**config.mk**
```make
export PLATFORM = sky130hd
export DESIGN_NAME = vdroop_guard
export DESIGN_NICKNAME = d
export VERILOG_FILES = /design/src/rtl/vdg_pkg.sv /design/src/rtl/vdg_classify.sv /design/src/rtl/vdg_actuator.sv /design/src/rtl/vdg_evt_fifo.sv /design/src/rtl/vdroop_guard.sv
export SDC_FILE = /design/constraint.sdc
export NUM_CORES = 1
export LEC_CHECK = 0
export BUFFER_PORTS_ARGS = -buffer_cell sky130_fd_sc_hd__buf_2
export CORE_AREA = 2 2 215 217
export CTS_CLUSTER_DIAMETER = 30
export DETAILED_ROUTE_END_ITERATION = 6
export DIE_AREA = 0 0 217 219
export GPL_TIMING_DRIVEN = 0
export PLACE_DENSITY = 0.57
export SLEW_MARGIN = 10
export SYNTH_ARGS = -nofsm -noshare
export SYNTH_HDL_FRONTEND = slang
export SYNTH_SLANG_ARGS = --single-unit
```
**constraint.sdc**
```tcl
create_clock -name clk_i -period 5.1 [get_ports clk_i]
set_clock_uncertainty 0.2 [all_clocks]
set_input_delay 0.255 -clock clk_i [delete_from_list [all_inputs] [get_ports clk_i]]
set_output_delay 0.255 -clock clk_i [all_outputs]
set_load 0.01 [all_outputs]
```
**src/rtl/vdg_pkg.sv**
```systemverilog
package vdg_pkg;
  typedef enum logic [1:0] {
    SIDE_IN = 2'd0,
    SIDE_LO = 2'd1,
    SIDE_HI = 2'd2
  } side_e;

  localparam int unsigned KIND_W = 2;

  function automatic logic [KIND_W-1:0] kind_code(input logic hard, input logic high);
    return {hard, high};
  endfunction
endpackage

```
**src/rtl/vdg_classify.sv**
```systemverilog
module vdg_classify
  import vdg_pkg::*;
#(
  parameter int unsigned V_W = 8
) (
  input  logic [V_W-1:0] v_i,
  input  logic [V_W-1:0] hard_lo_i,
  input  logic [V_W-1:0] ctl_lo_i,
  input  logic [V_W-1:0] ctl_hi_i,
  input  logic [V_W-1:0] hard_hi_i,
  output side_e          side_o,
  output logic           hard_o
);
  logic below, above;

  assign below = v_i < ctl_lo_i;
  assign above = v_i > ctl_hi_i;

  // undershoot wins when crossed limits flag both sides
  always_comb begin
    side_o = SIDE_IN;
    hard_o = 1'b0;
    if (below) begin
      side_o = SIDE_LO;
      hard_o = v_i < hard_lo_i;
    end else if (above) begin
      side_o = SIDE_HI;
      hard_o = v_i > hard_hi_i;
    end
  end
endmodule

```
**src/rtl/vdg_actuator.sv**
```systemverilog
module vdg_actuator
  import vdg_pkg::*;
#(
  parameter int unsigned HOLD_W = 4
) (
  input  logic              clk_i,
  input  logic              rst_ni,
  input  side_e             side_i,
  input  logic [HOLD_W-1:0] hold_i,
  output logic              throttle_o,
  output logic              phantom_o,
  output logic              enter_o
);
  localparam int unsigned CW = HOLD_W + 1;

  side_e             prev_q;
  logic [HOLD_W-1:0] cnt_q;
  logic [CW-1:0]     cnt_nxt;
  logic              done;

  assign enter_o = (side_i != SIDE_IN) && (side_i != prev_q);
  assign cnt_nxt = {1'b0, cnt_q} + CW'(1);
  assign done    = cnt_nxt >= {1'b0, hold_i};

  always_ff @(posedge clk_i or negedge rst_ni) begin
    if (!rst_ni) begin
      prev_q     <= SIDE_IN;
      cnt_q      <= '0;
      throttle_o <= 1'b0;
      phantom_o  <= 1'b0;
    end else begin
      prev_q <= side_i;
      unique case (side_i)
        SIDE_LO: begin
          throttle_o <= 1'b1;
          phantom_o  <= 1'b0;
          cnt_q      <= '0;
        end
        SIDE_HI: begin
          throttle_o <= 1'b0;
          phantom_o  <= 1'b1;
          cnt_q      <= '0;
        end
        default: begin
          if (throttle_o || phantom_o) begin
            if (done) begin
              throttle_o <= 1'b0;
              phantom_o  <= 1'b0;
              cnt_q      <= '0;
            end else begin
              cnt_q <= cnt_nxt[HOLD_W-1:0];
            end
          end
        end
      endcase
    end
  end
endmodule

```
**src/rtl/vdg_evt_fifo.sv**
```systemverilog
module vdg_evt_fifo #(
  parameter int unsigned DEPTH = 8,
  parameter int unsigned W     = 34
) (
  input  logic         clk_i,
  input  logic         rst_ni,
  input  logic         push_i,
  input  logic [W-1:0] data_i,
  output logic         accept_o,
  output logic         valid_o,
  input  logic         ready_i,
  output logic [W-1:0] data_o
);
  localparam int unsigned AW = (DEPTH > 1) ? $clog2(DEPTH) : 1;
  localparam int unsigned CW = $clog2(DEPTH + 1);

  logic [W-1:0]  mem_q [DEPTH];
  logic [AW-1:0] wr_q, rd_q;
  logic [CW-1:0] cnt_q;
  logic          pop, full;

  function automatic logic [AW-1:0] bump(input logic [AW-1:0] p);
    return (p == AW'(DEPTH - 1)) ? '0 : p + AW'(1);
  endfunction

  assign valid_o  = cnt_q != '0;
  assign full     = cnt_q == CW'(DEPTH);
  assign pop      = valid_o && ready_i;
  assign accept_o = push_i && (!full || pop);
  assign data_o   = mem_q[rd_q];

  always_ff @(posedge clk_i) begin
    for (int i = 0; i < int'(DEPTH); i++) begin
      if (accept_o && wr_q == AW'(i)) mem_q[i] <= data_i;
    end
  end

  always_ff @(posedge clk_i or negedge rst_ni) begin
    if (!rst_ni) begin
      wr_q  <= '0;
      rd_q  <= '0;
      cnt_q <= '0;
    end else begin
      if (accept_o) wr_q <= bump(wr_q);
      if (pop)      rd_q <= bump(rd_q);
      unique case ({accept_o, pop})
        2'b10:   cnt_q <= cnt_q + CW'(1);
        2'b01:   cnt_q <= cnt_q - CW'(1);
        default: cnt_q <= cnt_q;
      endcase
    end
  end
endmodule

```
**src/rtl/vdroop_guard.sv**
```systemverilog
module vdroop_guard
  import vdg_pkg::*;
#(
  parameter int unsigned V_W         = 8,
  parameter int unsigned PC_W        = 32,
  parameter int unsigned HOLD_W      = 4,
  parameter int unsigned CNT_W       = 16,
  parameter int unsigned FIFO_DEPTH  = 8,
  parameter int unsigned HARD_LO_RST = 50,
  parameter int unsigned CTL_LO_RST  = 70,
  parameter int unsigned CTL_HI_RST  = 130,
  parameter int unsigned HARD_HI_RST = 150,
  parameter int unsigned HOLD_RST    = 8
) (
  input  logic              clk_i,
  input  logic              rst_ni,
  input  logic [V_W-1:0]    vsample_i,
  input  logic [PC_W-1:0]   pc_i,
  input  logic              cfg_we_i,
  input  logic [2:0]        cfg_addr_i,
  input  logic [V_W-1:0]    cfg_wdata_i,
  output logic              throttle_o,
  output logic              phantom_o,
  output logic              evt_valid_o,
  input  logic              evt_ready_i,
  output logic [KIND_W-1:0] evt_type_o,
  output logic [PC_W-1:0]   evt_pc_o,
  output logic [CNT_W-1:0]  total_cnt_o,
  output logic              overflow_o
);
  localparam int unsigned REC_W   = KIND_W + PC_W;
  localparam int unsigned N_LIM   = 4;
  localparam logic [2:0]  HOLD_AD = 3'd4;
  localparam logic [V_W-1:0] LIM_RST [N_LIM] = '{
    V_W'(HARD_LO_RST), V_W'(CTL_LO_RST), V_W'(CTL_HI_RST), V_W'(HARD_HI_RST)
  };

  logic [V_W-1:0]    lim_w [N_LIM];
  logic [HOLD_W-1:0] hold_q;
  side_e             side;
  logic              hard, enter, accept;
  logic [REC_W-1:0]  rec_in, rec_out;

  // limit registers, address = index
  for (genvar g = 0; g < int'(N_LIM); g++) begin : g_lim
    logic [V_W-1:0] lim_q;
    always_ff @(posedge clk_i or negedge rst_ni) begin
      if (!rst_ni)                                  lim_q <= LIM_RST[g];
      else if (cfg_we_i && cfg_addr_i == 3'(g))     lim_q <= cfg_wdata_i;
    end
    assign lim_w[g] = lim_q;
  end

  always_ff @(posedge clk_i or negedge rst_ni) begin
    if (!rst_ni)                                hold_q <= HOLD_W'(HOLD_RST);
    else if (cfg_we_i && cfg_addr_i == HOLD_AD) hold_q <= cfg_wdata_i[HOLD_W-1:0];
  end

  vdg_classify #(.V_W(V_W)) u_cls (
    .v_i      (vsample_i),
    .hard_lo_i(lim_w[0]),
    .ctl_lo_i (lim_w[1]),
    .ctl_hi_i (lim_w[2]),
    .hard_hi_i(lim_w[3]),
    .side_o   (side),
    .hard_o   (hard)
  );

  vdg_actuator #(.HOLD_W(HOLD_W)) u_act (
    .clk_i     (clk_i),
    .rst_ni    (rst_ni),
    .side_i    (side),
    .hold_i    (hold_q),
    .throttle_o(throttle_o),
    .phantom_o (phantom_o),
    .enter_o   (enter)
  );

  assign rec_in = {kind_code(hard, side == SIDE_HI), pc_i};

  vdg_evt_fifo #(.DEPTH(FIFO_DEPTH), .W(REC_W)) u_q (
    .clk_i   (clk_i),
    .rst_ni  (rst_ni),
    .push_i  (enter),
    .data_i  (rec_in),
    .accept_o(accept),
    .valid_o (evt_valid_o),
    .ready_i (evt_ready_i),
    .data_o  (rec_out)
  );

  assign evt_type_o = rec_out[REC_W-1 -: KIND_W];
  assign evt_pc_o   = rec_out[PC_W-1:0];

  always_ff @(posedge clk_i or negedge rst_ni) begin
    if (!rst_ni) begin
      total_cnt_o <= '0;
      overflow_o  <= 1'b0;
    end else if (enter) begin
      if (total_cnt_o != '1) total_cnt_o <= total_cnt_o + CNT_W'(1);
      if (!accept)           overflow_o  <= 1'b1;
    end
  end
endmodule

```
After elaboration in Yosys (flattened, before gate mapping)
Memories as Yosys holds them, arrays and structs flattened.
Cells that the tools add are included.
- register bits after elaboration: 71
- memory bits (writable): 272
- bits of input ports: 55
- output and inout bits: 54
- word-level logic and storage cells: 135
- memories: 1
- memory list (name ; words ; width ; read ports ; clocked after Yosys merged registers in ; wr ports ; RTL line ; source):
    u_q.mem_q ; 8 ; 34 ; 1 ; 0 ; 1 ; vdg_evt_fifo.sv:17 ; logic [W-1:0] mem_q [DEPTH];
- add/sub/neg operators: 6
- $lt $le $gt $ge: 5
- equal/unequal tests: 19
- muxes and demuxes: 51
- bitwise gates (word level): 1
- reduce and logical (&&, ||, !) cells: 38
- operators by type and width (cell ; count):
    2-to-1 mux 34 bit ; 7
    OR reduction 34 bit ; 7
    2-to-1 mux 1 bit ; 27
    2-to-1 mux 3 bit ; 9
    equality test 3 bit (second input constant) ; 6
    adder 16 x 1 -> 16 bit (second input constant) ; 1
    > comparator 8 bit ; 2
    logical AND 1 bit ; 16
    less-than comparator 8 bit ; 2
    inequality test 16 bit (second input constant) ; 1
    equality test 3 x 2 -> 1 bit (second input constant) ; 4
    2-to-1 mux 4 bit ; 3
    one-hot mux 4 bit (2 select lines) ; 1
    adder 3 x 1 -> 3 bit (second input constant) ; 2
    equality test 3 x 1 -> 1 bit (second input constant) ; 2
    logical NOT 3 bit ; 2
    AND reduction 2 bit ; 3
    nonzero test 2 bit ; 3
    nonzero test 3 bit ; 2
    adder 4 x 1 -> 5 bit (second input constant) ; 1
    greater-or-equal comparator 5 x 4 -> 1 bit ; 1
    adder 4 x 1 -> 4 bit (second input constant) ; 1
    equality test 2 x 1 -> 1 bit (second input constant) ; 2
    equality test 2 bit (second input constant) ; 2
    10 further kinds ; 13

Depth between registers and ports, before layout
Gate-level depths: netlist of the first run.
- depth after elaboration: 17
- mapped depth: 16
- mapped depth without buffers: 15

Cells and area by module
A second synthesis of the first run with hierarchy kept.
- cell total of the unflattened synthesis: 776
- area, all modules: 14627.8 um^2
- modules (own cells, without submodules) (module ; instances ; cells an instance ; area each (um^2) ; sequential area each (um^2)):
    vdg_evt_fifo ; 1 ; 466 ; 11086.9 ; 8418.1
    vdroop_guard ; 1 ; 161 ; 2245.9 ; 1342.5
    vdg_classify ; 1 ; 103 ; 792.0 ; 0.0
    vdg_actuator ; 1 ; 46 ; 503.0 ; 200.2

Least setup slack after synthesis of the first run
OpenSTA, ideal clock, no wires.
- path kind: register -> register
- start: register g_lim[2].lim_q[7]
- end: register u_q.cnt_q[3]
- arrival: 3.407 ns
- path slack: 1.355 ns
- stages on the path, launching flop included: 17
- buffers on the path: 1
- clock period less this slack: 3.745 ns
- cell sequence: dfstp_2 inv_1 ha_1 nand4_1 or2_2 and3_1 a311o_4 and2_4 buf_8 or2_2 inv_1 ha_1 a21o_1 a21oi_1 o21ai_0 a21oi_1 o221ai_1
- longest elaborated chain between the ends: 8
- RTL lines (item ; RTL line ; source):
    start: declaration ; vdroop_guard.sv:46 ; logic [V_W-1:0] lim_q;
    start signal: assignment ; vdroop_guard.sv:48 ; if (!rst_ni) lim_q <= LIM_RST[g];
    start signal: assignment ; vdroop_guard.sv:49 ; else if (cfg_we_i && cfg_addr_i == 3'(g)) lim_q <= cfg_wdata_i;
    > comparator 8 bit * ; vdg_classify.sv:17 ; assign above = v_i > ctl_hi_i;
    2-to-1 mux 2 bit * ; vdg_classify.sv:26 ; end else if (above) begin
    2-to-1 mux 2 bit * ; vdg_classify.sv:23 ; if (below) begin
    inequality test 2 bit / nonzero test 2 bit (equally long branches) ; vdg_actuator.sv:21 ; assign enter_o = (side_i != SIDE_IN) && (side_i != prev_q);
    logical AND 1 bit * ; vdg_actuator.sv:21 ;
    logical AND 1 bit * ; vdg_evt_fifo.sv:29 ; assign accept_o = push_i && (!full || pop);
    equality test 2 x 1 -> 1 bit / equality test 2 bit (equally long branches) ; vdg_evt_fifo.sv:46 ; unique case ({accept_o, pop})
    one-hot mux 4 bit (2 select lines) / nonzero test 2 bit (equally long branches) ; - ;
    end signal: assignment ; vdg_evt_fifo.sv:47 ; 2'b10: cnt_q <= cnt_q + CW'(1);
    end signal: assignment ; vdg_evt_fifo.sv:48 ; 2'b01: cnt_q <= cnt_q - CW'(1);
    end signal: assignment ; vdg_evt_fifo.sv:49 ; default: cnt_q <= cnt_q;
    end: declaration ; vdg_evt_fifo.sv:19 ; logic [CW-1:0] cnt_q;
Mark *: on every way between the ends. The rest lies on a longest branch, timed or not.
A chain may end at the register's enable or synchronous reset.

Worst setup path after layout of the first run
- start: register g_lim[1].lim_q[1]
- end: register u_q.cnt_q[3]
- longest elaborated chain between the ends: 7
- RTL lines (item ; RTL line ; source):
    start: declaration ; vdroop_guard.sv:46 ;
    start signal: assignment ; vdroop_guard.sv:48 ;
    start signal: assignment ; vdroop_guard.sv:49 ;
    less-than comparator 8 bit * ; vdg_classify.sv:16 ; assign below = v_i < ctl_lo_i;
    2-to-1 mux 2 bit * ; vdg_classify.sv:23 ;
    named net side[0] ; vdroop_guard.sv:40 ; side_e side;
    inequality test 2 bit / nonzero test 2 bit (equally long branches) ; vdg_actuator.sv:21 ;
    logical AND 1 bit * ; vdg_actuator.sv:21 ;
    logical AND 1 bit * ; vdg_evt_fifo.sv:29 ;
    equality test 2 x 1 -> 1 bit / equality test 2 bit (equally long branches) ; vdg_evt_fifo.sv:46 ;
    one-hot mux 4 bit (2 select lines) / nonzero test 2 bit (equally long branches) ; - ;
Mark *: on every way through the listed nets, which the timed path passes. The rest lies on a longest branch.

==> reports/results.ini, run 1 <==
[floorplanning]
row_count = 78
dieArea_mm2 = 0.0475
start_util_pct = 31.6
die_y_um = 219
die_w_um = 217
core_mm2 = 0.0451
io_pins = 109

[worst_setup_path]
worstPathMaxFanout = 10
critPathKind = reg -> reg
endpoint_kind = flip-flop
cp.required_ps = 5350
r2r_cells = 15
start_kind = flip-flop
reg2reg_slack_ps = 930
r2r-start = g_lim[1].lim_q[1]$_DFFE_PN1P_
arrival_ps = 4420
r2r_end = u_q.cnt_q[3]$_DFFE_PN0P_

[cts]
h-tree-depth = 3
clkTransAtPathRegs_ps = 40
numCtsBuffers = 82
clock_latency_ps = 590
clock_sinks = 343
postCtsSetupRepairBufs = 0
cts_tree = built
clock_path_buffers = 3
cts-hold-fix-buffers = 53
clockRootBuffer = clkbuf_16
ctsResizeCount = 0

[routing]
viasPerCell = 4.64
wirelength_um = 32300
drc = 0
wire_per_inst_um = 18.7
antenna_left = 0
vias = 8023
drt_iter0_markers = 518
dr.pass1.iters = 5

[cells_and_area]
multi_input_area_mm2 = 0.00404
drive_above_1_share_pct = 36.4
fin_nets = 1162
seqCellArea_mm2 = 0.00996
n_fill_cell = 4032
synthToLayoutAreaGrowth_pct = 34.6
antennaDiodeCount = 0

[synthesis]
syn-instance-count = 806
yosysTopAreaCell = edfxtp_1
ys_types = 49
ys_seq_elements = 343
syn_area_mm2 = 0.0143
synth_top_area_share_pct = 57.3
synthFlopType = edfxtp_1
yosysSeqAreaShare_pct = 69.8
postSynth.asyncResetShare_pct = 20.7
syn_nets = 908
synth_edf_count = 272
synth_area_leaders = edfxtp_1 (57%), mux4_2 (11%), dfrtp_1 (10%), ha_1 (4.0%), mux2_2 (3.9%)
avgSynthCellArea_um2 = 17.7
synth_warnings = 0

[placed_design]
place_ws_ps = 944
port_buffers = 108
dpl.hpwl_um = 19600
place.gp.congestion = 0.732

[global_route]
gr-total-overflow = 0
busiest_layer = met2
use_met1_pct = 17.9
antenna_found_initial = 2
grt_pass1_vias = 8656
grt_max_degree = 38
grt_pass1_wl_um = 49900
use_met2_pct = 22.5
use_met3_pct = 4.30
track_usage_pct = 14.0

[min_path]
hold_path_end = u_act.prev_q[0]$_DFF_PN0_
hp-class = in -> reg
hold-path-cell-count = 3
hp-start = vsample_i[7]

[sta]
min_period_over_period_pct = 81.8
min_period_ps = 4170
worst_pin_slew_ps = 1040
finalSetupViolations = 0
grt_setup_unrepaired = no
hold_viol = 0
maxSlewHeadroom_pct = 30.5
slew_viol_final = 0
setup_tns_ps = 0
max_freq_mhz = 240
worst_slack_ps = 927

[run_status]
status = finished, final reports clean

[power_and_ir_drop]
p_int_w = 0.00871
p_switching_w = 0.00350
p_seq_share_pct = 31.5
power.density_mw_per_mm2 = 636
power_frac_clock_pct = 43.4
comb_power_share_pct = 25.1
p_leak_nw = 7.15
switching_share_pct = 28.7
irDropWorstVdd_mv = 0.308

[job]
maxCapViolations = 0

-- kinds of logic after synthesis --
group / after synthesis / share of synthesized area [%]
flip-flops: 343 / 69.8
adder cells (fa/ha/maj): 47 / 4.18
buffers and inverters: 69 / 1.91
AND/OR/NAND/NOR: 128 / 4.54
AO/OA/AOI/OAI: 79 / 3.39
XOR/XNOR: 18 / 1.16
multiplexers: 122 / 15.0
-- routing by layer --
| metal | up-vias | wire length, µm | share of wire (%) |
|---|---|---|---|
| met2 | 223 | 15300 | 47 |
| met1 | 4042 | 14300 | 44 |
| met4 | 4 | 741 | 2.3 |
| li1 | 3684 | - | - |
| met3 | 70 | 1870 | 5.8 |
| met5 | - | 27 | 0.084 |
-- through the flow --
step                total power (W)  area [µm²]  utilization, %  hold WS (ps)  instances
floorplan                   0.00587       14300               -          -241        806
global placement            0.00690       15600            34.5           287       1514
detailed placement          0.00702       15800            35.0          41.4       1523
CTS                          0.0124       19200            42.6          1.90       1729
global route                 0.0128       19200            42.6          10.1       1729
finish                       0.0122       19200            42.6          29.9       1729
-- power by group through the flow --
stage	Clock (W)	Combinational, W	Sequential (W)
2_1_floorplan	0	0.00200	0.00387
3_3_place_gp	0	0.00300	0.00391
3_5_place_dp	0	0.00312	0.00389
4_1_cts	0.00540	0.00317	0.00385
5_1_grt	0.00555	0.00339	0.00391
6_report	0.00530	0.00307	0.00385
-- cell usage in the layout, fill, tap and decap left out, drive strengths merged, types with 9 or more instances in the layout --
| master | Yosys | layout |
|---|---|---|
| a21oi | 18 | 18 |
| and3 | 11 | 11 |
| buf | 10 | 128 |
| bufinv | 0 | 10 |
| clkbuf | 16 | 112 |
| clkinv | 0 | 31 |
| dfrtp | 58 | 58 |
| dfstp | 13 | 13 |
| dlygate4sd3 | 0 | 52 |
| edfxtp | 272 | 272 |
| ha | 46 | 46 |
| inv | 43 | 51 |
| mux2 | 50 | 50 |
| mux4 | 68 | 68 |
| nand2 | 45 | 45 |
| nand2b | 9 | 9 |
| nand3 | 10 | 10 |
| nand4 | 12 | 12 |
| nor2 | 17 | 17 |
| o21ai | 40 | 40 |
| xnor2 | 9 | 9 |
| xor2 | 9 | 9 |
-- worst max path at each step --
| stage | startpoint | end | slack, ps | depth (start not counted) |
|---|---|---|---|---|
| after floorplan | g_lim[2].lim_q[7]$_DFFE_PN1P_ | u_q.cnt_q[3]$_DFFE_PN0P_ | 1350 | 16 |
| after global placement | g_lim[1].lim_q[1]$_DFFE_PN1P_ | u_q.mem_q[1][10]$_DFFE_PP_ | 120 | 8 |
| after detailed placement | g_lim[1].lim_q[1]$_DFFE_PN1P_ | u_q.cnt_q[3]$_DFFE_PN0P_ | 940 | 15 |
| after CTS | g_lim[1].lim_q[1]$_DFFE_PN1P_ | u_q.cnt_q[3]$_DFFE_PN0P_ | 940 | 15 |
| after global routing | g_lim[1].lim_q[1]$_DFFE_PN1P_ | u_q.cnt_q[3]$_DFFE_PN0P_ | 720 | 15 |
| final | g_lim[1].lim_q[1]$_DFFE_PN1P_ | u_q.cnt_q[3]$_DFFE_PN0P_ | 930 | 15 |
-- worst max-delay path: stages (launching register included) --
cell,delay (ps)
dfstp_2,500
inv_1,50
ha_1,260
a2111o_1,400
a211oi_4,560
nand2_1,200
and2_4,220
buf_8,130
or2_2,290
inv_1,90
ha_1,220
a21o_1,170
a21oi_1,290
o21ai_0,140
a21oi_1,170
o221ai_1,130
-- synth_stat cells (2+ instances only) --
library cell and n:
o21ai_0 39, or2_2 3, xnor2_1 8, a21o_1 8, nand3b_1 3, nand3_1 10, and2_1 2, buf_1 7
clkbuf_1 16, a22o_1 2, nand2b_1 8, xor2_1 9, dfstp_2 13, ha_1 46, o211ai_1 2, inv_1 43
nand2_1 45, dfrtp_1 58, nor2b_1 4, nor3_1 8, and3_1 11, mux2i_1 4, nor2_1 17, edfxtp_1 272
buf_2 2, nand4_1 11, mux4_2 68, mux2_2 49, a21oi_1 18
-- sequential cells by signal, indices dropped and copies added, names as in the netlist --
register and cells:
u_q.mem_q 272, g_lim.lim_q 32, total_cnt_o 16, hold_q 4
u_act.cnt_q 4, u_q.cnt_q 4, u_q.rd_q 3, u_q.wr_q 3
u_act.prev_q 2, overflow_o 1, u_act.phantom_o 1, u_act.throttle_o 1
-- cell type report --
type                       count  share of cell area (%)
multi-input combinational    394                    21.0
sequential                   343                    51.9
tap                          600                    3.91
timing repair buffer         170                    6.74
clock buffer                  96                    11.4
clock inverter                57                    3.55
inverter                      43                   0.841
buffer                        26                   0.580
Note: power is estimated with default switching activity, not from simulation.
==> inputs of run 2 (changes only) <==
==> constraint.sdc (replaced) <==
create_clock -name clk_i -period 4.1 [get_ports clk_i]
set_clock_uncertainty 0.2 [all_clocks]
set_input_delay 0.205 -clock clk_i [delete_from_list [all_inputs] [get_ports clk_i]]
set_output_delay 0.205 -clock clk_i [all_outputs]
set_load 0.01 [all_outputs]
==> run 2 against run 1 <==
  * Combinational power up 25%
  * Final cell count increased by 0.17%
  * Worst setup slack got worse by 720 ps
  * Wire length increased by 0.38%
  * Cell area increased by 0.19%
  * Via count is 0.12% higher
  * Fmax up 7.1%
  * Power is 25% higher
  * Flip-flop and latch count unchanged
  * Global-route usage about the same
  * Clock power is 24% higher
  * Critical endpoint unchanged
  * Largest cell class unchanged
  * Largest power group unchanged
==> reports/results.ini, run 2 (synthesis gave the netlist of run 1 again) <==
[floorplanning]
die_w_um = 217  ; unchanged
die_y_um = 219  ; unchanged
start_util_pct = 31.6  ; unchanged
io_pins = 109  ; unchanged
dieArea_mm2 = 0.0475  ; unchanged
row_count = 78  ; unchanged
core_mm2 = 0.0451  ; unchanged

[placed_design]
dpl.hpwl_um = 19600  ; unchanged
place.gp.congestion = 0.732  ; unchanged
place_ws_ps = -56.0  ; was 944 ps
placed_cells = 1523  ; unchanged
port_buffers = 108  ; unchanged

[worst_setup_path]
endpoint_kind = flip-flop  ; unchanged
worstSetupStartpoint = g_lim[2].lim_q[7]$_DFFE_PN1P_  ; was g_lim[1].lim_q[1]$_DFFE_PN1P_
arrival_ps = 4140  ; was 4420 ps
start_kind = flip-flop  ; unchanged
critPathKind = reg -> reg  ; unchanged
worstPathMaxFanout = 8  ; was 10
r2r-start = g_lim[2].lim_q[7]$_DFFE_PN1P_  ; was g_lim[1].lim_q[1]$_DFFE_PN1P_
cp.required_ps = 4340  ; was 5350 ps

[routing]
drc = 0  ; unchanged
drt_iter0_markers = 538  ; was 518
viasPerCell = 4.64  ; about the same
vias = 8033  ; was 8,023
dr.pass1.iters = 4  ; was 5
wirelength_um = 32400  ; was 32,300 µm
antenna_left = 0  ; unchanged
wire_per_inst_um = 18.7  ; about the same

[global_route]
track_usage_pct = 14.0  ; about the same
grt_pass1_wl_um = 50000  ; was 49,900 µm
gr-total-overflow = 0  ; unchanged
grt_max_degree = 38  ; unchanged
grt_pass1_vias = 8676  ; was 8,656
antenna_found_initial = 2  ; unchanged

[sta]
grt_setup_unrepaired = no  ; unchanged
hold_ws_ps = 50.0  ; was 29.9 ps
worst_slack_ps = 203  ; was 927 ps
min_period_ps = 3900  ; was 4170 ps
setup_tns_ps = 0  ; unchanged
maxSlewHeadroom_pct = 31.2  ; was 30.5%
finalSetupViolations = 0  ; unchanged
worst_pin_slew_ps = 1030  ; was 1040 ps
hold_viol = 0  ; unchanged
slew_viol_final = 0  ; unchanged
max_freq_mhz = 257  ; was 240 MHz
min_period_over_period_pct = 95.0  ; was 81.8%

[power_and_ir_drop]
irDropWorstVdd_mv = 0.383  ; was 0.308 mV
total_power_w = 0.0152  ; was 0.0122 W
p_leak_nw = 7.17  ; was 7.15 nW
power.density_mw_per_mm2 = 792  ; was 636 mW/mm²

[job]
maxCapViolations = 0  ; unchanged

[cells_and_area]
seqCellArea_mm2 = 0.00996  ; unchanged
antennaDiodeCount = 0  ; unchanged
final_common_cell = edfxtp_1  ; unchanged
fin_nets = 1165  ; was 1,162
multi_input_area_mm2 = 0.00405  ; was 0.00404 mm²
largest_reg_flops = 272  ; unchanged
top_register = u_q.mem_q  ; unchanged
mostFrequentLayoutCells = edfxtp_1 (272), buf_2 (109), clkbuf_16 (84)  ; unchanged
top_regs = u_q.mem_q: 272 flops, g_lim.lim_q: 32 flops, total_cnt_o: 16 flops  ; unchanged
n_fill_cell = 4030  ; was 4,032
instances_no_fill = 1732  ; was 1,729
synthToLayoutAreaGrowth_pct = 34.8  ; was 34.6%
drive_above_1_share_pct = 36.6  ; was 36.4%

[cts]
clockRootBuffer = clkbuf_16  ; unchanged
h-tree-depth = 3  ; unchanged
clock_path_buffers = 3  ; unchanged
clkTransAtPathRegs_ps = 40  ; about the same
clock_sinks = 343  ; unchanged
clock_latency_ps = 590  ; about the same
cts_tree = built  ; unchanged
numCtsBuffers = 82  ; unchanged

[min_path]
hp-class = in -> async  ; was in -> reg

[run_status]
status = finished, final reports clean  ; unchanged

[run 2: cell count changes in the layout (fill, tap and decap cells not counted)]
cell / before / now
a21oi_1: 18 / 17
a21oi_4: 0 / 1
buf_4: 1 / 3
dlygate4sd3_1: 52 / 53
[run 2: cell type report]
cell class / count / area share [%]
clock inverters: 57 / 3.55
plain buffers: 26 / 0.579
inverters: 43 / 0.839
clock buffers: 96 / 11.4
flip-flops and latches: 343 / 51.8
repair buffers: 173 / 6.86
well taps: 600 / 3.90
multi-input cells: 394 / 21.1
[run 2: worst paths after layout]
path / to / slack (ps) / depth (start not counted)
max in group asynchronous: g_lim[3].lim_q[4]$_DFFE_PN1P_ / 3340 / 3
min in group clk_i: u_act.prev_q[0]$_DFF_PN0_ / 70 / 4
worst max register to register: u_q.cnt_q[3]$_DFFE_PN0P_ / 200 / 16
worst max-delay path: u_q.cnt_q[3]$_DFFE_PN0P_ / 200 / 16
worst min-delay path: hold_q[3]$_DFFE_PN1P_ / 50 / 2
worst min register to register: total_cnt_o[4]$_DFFE_PN0P_ / 300 / 1
[run 2: where the power goes]
part,internal [W],total [W],switching [W],leakage (nW)
Sequential,0.00456,0.00479,0.000232,3.30
Clock,0.00450,0.00659,0.00209,1.40
Combinational,0.00179,0.00384,0.00205,2.48
[run 2: metrics by stage]
stage | instance area [µm²] | utilization [%]
CTS | 19200 | 42.6
floorplan | 14300 | -
finish | 19200 | 42.7
global placement | 15600 | 34.5
detailed placement | 15800 | 35.0
global route | 19200 | 42.7
[run 2: repair_timing]
action                                  CTS  global route
pin swaps                                 1             2
endpoints found under the hold margin   363             0
hold buffers                             54             0
cloned                                    0             0
setup buffers                             2             0
gates resized for setup                   0             2
endpoints found under the setup margin    1             1
[run 2: critical path, cell delays in order (launching register included)]
cell and delay (ps):
dfstp_2 510, inv_1 50, ha_1 310, nand4_1 130, or2_2 320, and3_1 200, a311o_4 370, and2_4 160
buf_8 130, or2_2 290, inv_1 90, ha_1 220, a21o_1 200, a21oi_4 160, o21ai_0 100, a21oi_1 170
o221ai_1 140
[run 2: per-layer routing]
layer	vias to the layer above	track usage, %	wire length, µm
met5	-	0	27
met4	4	5.02	714
met1	4056	17.9	14100
met2	214	22.6	15500
met3	69	4.30	2030
li1	3690	-	-
